`config.mk`:
```
export PLATFORM = sky130hd
export DESIGN_NAME = tournament_pred
export DESIGN_NICKNAME = d
export VERILOG_FILES = /design/src/rtl/tp_pkg.sv /design/src/rtl/tp_global_pred.sv /design/src/rtl/tp_local_pred.sv /design/src/rtl/tp_chooser.sv /design/src/rtl/tournament_pred.sv
export SDC_FILE = /design/constraint.sdc
export NUM_CORES = 2
export LEC_CHECK = 0
export BUFFER_PORTS_ARGS = -buffer_cell sky130_fd_sc_hd__buf_4
export CAP_MARGIN = 10
export CORE_MARGIN = 1
export CORE_UTILIZATION = 50
export DETAILED_ROUTE_END_ITERATION = 8
export GPL_ROUTABILITY_DRIVEN = 0
export HOLD_SLACK_MARGIN = 0.03
export PLACE_DENSITY = 0.68
export SYNTH_ARGS = -nofsm -noshare
export SYNTH_HDL_FRONTEND = slang
export SYNTH_SLANG_ARGS = --single-unit
```
`constraint.sdc`:
```
create_clock -name clk -period 47.1 [get_ports clk]
set_input_delay 2.355 -clock clk [delete_from_list [all_inputs] [get_ports clk]]
set_output_delay 2.355 -clock clk [all_outputs]
set_load 0.005 [all_outputs]
```
`src/rtl/tp_pkg.sv`:
```
package tp_pkg;

  typedef logic [1:0] ctr2_t;
  typedef logic [2:0] ctr3_t;

  localparam ctr2_t CTR2_WEAK_NT   = 2'b01;
  localparam ctr3_t CTR3_WEAK_NT   = 3'b011;
  localparam ctr2_t ARB_WEAK_GLOB  = 2'b01;

  function automatic ctr2_t ctr2_step(input ctr2_t c, input logic up);
    ctr2_t r;
    if (up) r = (c == 2'b11) ? c : c + 2'b01;
    else    r = (c == 2'b00) ? c : c - 2'b01;
    return r;
  endfunction

  function automatic ctr3_t ctr3_step(input ctr3_t c, input logic up);
    ctr3_t r;
    if (up) r = (c == 3'b111) ? c : c + 3'b001;
    else    r = (c == 3'b000) ? c : c - 3'b001;
    return r;
  endfunction

endpackage

```
`src/rtl/tp_global_pred.sv`:
```
module tp_global_pred
  import tp_pkg::*;
#(
  parameter int GH_W = 8
) (
  input  logic            clk,
  input  logic            rst_n,
  input  logic            upd_en,
  input  logic            upd_taken,
  output logic            dir_o,
  output logic [GH_W-1:0] ghist_o
);
  localparam int DEPTH = 1 << GH_W;

  ctr2_t           pht_q [DEPTH];
  logic [GH_W-1:0] ghist_q, ghist_d;
  ctr2_t           cnt_d;

  always_comb begin
    ghist_d = {ghist_q[GH_W-2:0], upd_taken};
    cnt_d   = ctr2_step(pht_q[ghist_q], upd_taken);
  end

  always_ff @(posedge clk or negedge rst_n) begin
    if (!rst_n) begin
      ghist_q <= '0;
      for (int i = 0; i < DEPTH; i++) pht_q[i] <= CTR2_WEAK_NT;
    end else if (upd_en) begin
      ghist_q          <= ghist_d;
      pht_q[ghist_q]   <= cnt_d;
    end
  end

  assign dir_o   = pht_q[ghist_q][1];
  assign ghist_o = ghist_q;

endmodule

```
`src/rtl/tp_local_pred.sv`:
```
module tp_local_pred
  import tp_pkg::*;
#(
  parameter int IDX_W = 6,
  parameter int LH_W  = 6
) (
  input  logic             clk,
  input  logic             rst_n,
  input  logic [IDX_W-1:0] pred_idx,
  input  logic [IDX_W-1:0] upd_idx,
  input  logic             upd_en,
  input  logic             upd_taken,
  output logic             dir_o,
  output logic             upd_dir_o,
  output logic [LH_W-1:0]  upd_hist_o
);
  localparam int HT_DEPTH  = 1 << IDX_W;
  localparam int CT_DEPTH  = 1 << LH_W;

  logic [LH_W-1:0] hist_q [HT_DEPTH];
  ctr3_t           cnt_q  [CT_DEPTH];

  logic [LH_W-1:0] hist_rd_p, hist_rd_u, hist_d;
  ctr3_t           cnt_d;

  always_comb begin
    hist_rd_p = hist_q[pred_idx];
    hist_rd_u = hist_q[upd_idx];
    hist_d    = {hist_rd_u[LH_W-2:0], upd_taken};
    cnt_d     = ctr3_step(cnt_q[hist_rd_u], upd_taken);
  end

  always_ff @(posedge clk or negedge rst_n) begin
    if (!rst_n) begin
      for (int i = 0; i < HT_DEPTH; i++) hist_q[i] <= '0;
      for (int j = 0; j < CT_DEPTH; j++) cnt_q[j]  <= CTR3_WEAK_NT;
    end else if (upd_en) begin
      hist_q[upd_idx]  <= hist_d;
      cnt_q[hist_rd_u] <= cnt_d;
    end
  end

  assign dir_o      = cnt_q[hist_rd_p][2];
  assign upd_dir_o  = cnt_q[hist_rd_u][2];
  assign upd_hist_o = hist_rd_u;

endmodule

```
`src/rtl/tp_chooser.sv`:
```
module tp_chooser
  import tp_pkg::*;
#(
  parameter int IDX_W = 8
) (
  input  logic             clk,
  input  logic             rst_n,
  input  logic [IDX_W-1:0] pred_idx,
  input  logic [IDX_W-1:0] upd_idx,
  input  logic             upd_en,
  input  logic             glob_ok,
  input  logic             loc_ok,
  output logic             use_local_o,
  output ctr2_t            upd_cnt_o
);
  localparam int DEPTH = 1 << IDX_W;

  ctr2_t arb_q [DEPTH];
  ctr2_t arb_d;
  logic  arb_we;

  always_comb begin
    arb_we = upd_en && (glob_ok != loc_ok);
    arb_d  = ctr2_step(arb_q[upd_idx], loc_ok);
  end

  always_ff @(posedge clk or negedge rst_n) begin
    if (!rst_n) begin
      for (int i = 0; i < DEPTH; i++) arb_q[i] <= ARB_WEAK_GLOB;
    end else if (arb_we) begin
      arb_q[upd_idx] <= arb_d;
    end
  end

  assign use_local_o = arb_q[pred_idx][1];
  assign upd_cnt_o   = arb_q[upd_idx];

endmodule

```
`src/rtl/tournament_pred.sv`:
```
module tournament_pred
  import tp_pkg::*;
#(
  parameter int PC_W      = 32,
  parameter int GH_W      = 8,
  parameter int LHT_IDX_W = 6,
  parameter int LH_W      = 6,
  parameter int CH_IDX_W  = 8
) (
  input  logic            clk,
  input  logic            rst_n,
  input  logic [PC_W-1:0] pred_pc,
  output logic            pred_taken,
  output logic            pred_global,
  output logic            pred_local,
  input  logic            upd_valid,
  input  logic [PC_W-1:0] upd_pc,
  input  logic            upd_taken
);
  localparam int LHT_LSB = 2;
  localparam int LHT_MSB = LHT_IDX_W + 1;
  localparam int CH_MSB  = CH_IDX_W + 1;

  logic rst_s1_q, rst_core_n;

  always_ff @(posedge clk or negedge rst_n) begin
    if (!rst_n) begin
      rst_s1_q   <= 1'b0;
      rst_core_n <= 1'b0;
    end else begin
      rst_s1_q   <= 1'b1;
      rst_core_n <= rst_s1_q;
    end
  end

  logic            upd_glob_bit, upd_loc_bit, use_local;
  logic            glob_ok, loc_ok;
  logic [GH_W-1:0] ghist;
  logic [LH_W-1:0] lh_u;
  ctr2_t           ch_cnt_u;
  logic            unused_pc;

  assign unused_pc = ^{pred_pc, upd_pc};

  tp_global_pred #(.GH_W(GH_W)) u_glob (
    .clk       (clk),
    .rst_n     (rst_core_n),
    .upd_en    (upd_valid),
    .upd_taken (upd_taken),
    .dir_o     (pred_global),
    .ghist_o   (ghist)
  );

  // Global index has no address term, so the lookup and training reads coincide.
  assign upd_glob_bit = pred_global;

  tp_local_pred #(.IDX_W(LHT_IDX_W), .LH_W(LH_W)) u_loc (
    .clk        (clk),
    .rst_n      (rst_core_n),
    .pred_idx   (pred_pc[LHT_MSB:LHT_LSB]),
    .upd_idx    (upd_pc[LHT_MSB:LHT_LSB]),
    .upd_en     (upd_valid),
    .upd_taken  (upd_taken),
    .dir_o      (pred_local),
    .upd_dir_o  (upd_loc_bit),
    .upd_hist_o (lh_u)
  );

  always_comb begin
    glob_ok = (upd_glob_bit == upd_taken);
    loc_ok  = (upd_loc_bit  == upd_taken);
  end

  tp_chooser #(.IDX_W(CH_IDX_W)) u_arb (
    .clk         (clk),
    .rst_n       (rst_core_n),
    .pred_idx    (pred_pc[CH_MSB:2]),
    .upd_idx     (upd_pc[CH_MSB:2]),
    .upd_en      (upd_valid),
    .glob_ok     (glob_ok),
    .loc_ok      (loc_ok),
    .use_local_o (use_local),
    .upd_cnt_o   (ch_cnt_u)
  );

  assign pred_taken = use_local ? pred_local : pred_global;

endmodule

```
==> out/metrics.csv <==
metric,value,unit
post-route-util,0.549,
timing.fmax,0.0874,GHz
setup_tns,0,ns
setup_viol,0,
async_flop_share,1.00,
yosysWarnings,0,
io_buffers,22,
cts_setup_buffers,0,
drc,0,
hold_class,reg -> reg,
critical_path.startpoint_type,input pin,
postCtsResizedCells,0,
drv_slew,0,
fin_crit_sh,0.243,
dp_cells,8307,
worst_pin_slew,1.25,ns
grt.overflow.total,0,
cp_data_required_time,44.74,ns
fin_cells,8633,
synth_compound_area_frac,0.0595,
min_period,11.44,ns
slew_headroom,0.165,
setup_ws,35.66,ns
h-tree-depth,4,
die_w,410,um
endpoint_kind,output pin,
synth_edf_count,0,
yosysMostFrequentCell,dfrtp_1,
vias,54700,
top_level_ports,71,
skew,0.0373,ns
holdBufCountCts,0,
cts_made_buffers,172,
pre_cts_ws,35.42,ns
synth_top_area_share,0.291,
critPathMaxFanout,62,
placed_area,84900,um2
start_util,0.505,
regToRegSetupSlack,38.58,ns
syn_area,83400,um2
fp.dieH,410,um
synth.distinct_cells,83,
hpwl,134,mm
yosys.area_share.xor_xnor,0.000495,
row_count,149,
worstRegToRegCells,16,
nets,6363,
syn_avg_cell_area,12.9,um2
core_area,165000,um2
yosys-top-cells-count,"dfrtp_1, mux2_2, nand2_1",
rsz0062_at_grt,no,
syn_inst,6483,
synth.net_count,6553,
startpoint,pred_pc[2],
grt_pass1_vias,56400,
critPathArrivalTime,9.08,ns
status,"finished, final reports clean",
power_density,41.9,nW/um2
grt.total_usage,0.266,
fin_area,90700,um2
worstReg2RegEnd,u_arb.arb_q[465],
max_cap_viol_count,0,
cp-endpoint,pred_taken,
p_leak,37.1,nW
clkSinkCount,1610,
cts_root_buf,clkbuf_16,
ys_seq_area_frac,0.493,
finalWirelength,221,mm
cts_tree,yes,
drive_gt1_frac,0.433,
synthFlopType,dfrtp_1,
grt_max_degree,180,
vias_per_cell,6.34,
r2r_start,u_loc.hist_q[101],
areaGrowthSynthToFinish,8.73,%
antenna_found_initial,2,
synthAdderAreaFrac,0.000810,
clockBufferDepth,3,
finalHoldViolations,0,
synth_top_family_by_area,multiplexers,
final_antenna_net_count,0,
crit_type,in -> out,
synth_mux_area_frac,0.321,
yosys-top-cells-area,"dfrtp_1, dfstp_2, mux4_2",
drt_iter0_drc,5420,
synth_seq_cells,1610,
synth_top_cell_by_area,dfrtp_1,
path_clk_slew,0.06,ns
wl_per_cell,25.6,um
vdd_drop_max,0.0000608,V
grt_pass1_wl,345,mm
dieArea,168000,um2
clock_latency,0.83,ns
first_pass_iters,9,
synth-simple-area-share,0.0953,
==> through the flow <==
| stage | hold WS [ns] | total power [mW] |
|---|---|---|
| after floorplan | 0.331 | 2.22 |
| after detailed placement | 0.337 | 2.42 |
| after global routing | 0.361 | 3.94 |
| after global placement | 0.336 | 2.40 |
| after CTS | 0.354 | 3.81 |
| final | 0.349 | 3.80 |
==> kinds of logic (layout without fill, tap and decap cells) <==
family / after synthesis / count (layout)
xor gates and xnor gates: 3 / 3
buffers and inverters: 506 / 464
AOI/OAI and AO/OA: 855 / 855
DFF: 1610 / 1610
and+or+nand+nor: 1708 / 1708
muxes: 1794 / 1794
adders and majority gates: 6 / 6
other: 1 / 4
==> power by group <==
part	switching, mW	leakage [nW]	internal, mW
Clock	0.578	2.83	0.809
Combinational	0.503	14.3	0.251
Sequential	0.0890	19.9	1.57
Total	1.17	37.1	2.63
==> worst min path at each step <==
stage,end,start,cells after the start
2_1_floorplan,rst_core_n,rst_s1_q,0
3_3_place_gp,rst_core_n,rst_s1_q,0
3_5_place_dp,rst_core_n,rst_s1_q,0
4_1_cts,rst_core_n,rst_s1_q,0
5_1_grt,rst_core_n,rst_s1_q,0
6_report,rst_core_n,rst_s1_q,0
==> worst max-delay path, cell delays in order <==
cell	delay (ns)
buf_8	0.54
buf_4	0.82
buf_4	0.78
mux4_2	0.62
mux4_2	0.57
mux4_2	0.57
nor2b_1	0.81
a22o_1	0.28
nor3_1	0.07
a31oi_1	0.20
a41oi_1	0.49
nand2_1	0.16
o21ai_0	0.40
buf_4	0.31
==> area by class of cell <==
type | count | area, um2
Timing Repair Buffer | 129 | 1090
Sequential cell | 1610 | 41100
Tap cell | 2189 | 2740
Fill cell | 13500 | 74500
Antenna cell | 3 | 7.51
Clock inverter | 54 | 701
Multi-Input combinational cell | 4367 | 39900
Inverter | 13 | 48.8
Clock buffer | 268 | 5080
==> metal layers <==
metal / track usage / share of wire / vias to the layer above
met4: 0.0943 / 0.033 / 0
met3: 0.0422 / 0.064 / 415
met5: 0 / 0 / -
met2: 0.422 / 0.48 / 1877
met1: 0.371 / 0.42 / 28800
li1: - / - / 23600
==> registers in the layout, summed over array words and instances, names as in the netlist <==
signal,flops
u_arb.arb_q,512
u_loc.cnt_q,192
u_glob.pht_q,512
rst_s1_q,1
u_loc.hist_q,384
u_glob.ghist_o,8
rst_core_n,1
==> placed cells by master (no fill, tap or decap), types with 13 or more instances in the layout <==
cell / netlist / final
clkinv_2: 0 / 23
nor2b_1: 21 / 20
nor3_2: 21 / 23
mux2i_1: 222 / 222
a22oi_1: 73 / 73
buf_4: 21 / 117
nand3_1: 94 / 93
a21oi_2: 59 / 59
o21ai_0: 331 / 331
clkbuf_16: 0 / 173
mux2_2: 958 / 958
nand2b_1: 14 / 13
clkbuf_1: 263 / 56
nor4b_2: 22 / 22
mux4_2: 605 / 605
a21oi_1: 314 / 314
dfrtp_1: 970 / 965
dfstp_2: 640 / 640
nor3_1: 25 / 23
nor4_2: 31 / 33
nor2_1: 621 / 619
nand2_1: 728 / 726
clkbuf_8: 0 / 39
and4b_1: 35 / 35
No activity file was read; power rests on OpenSTA's default activity.
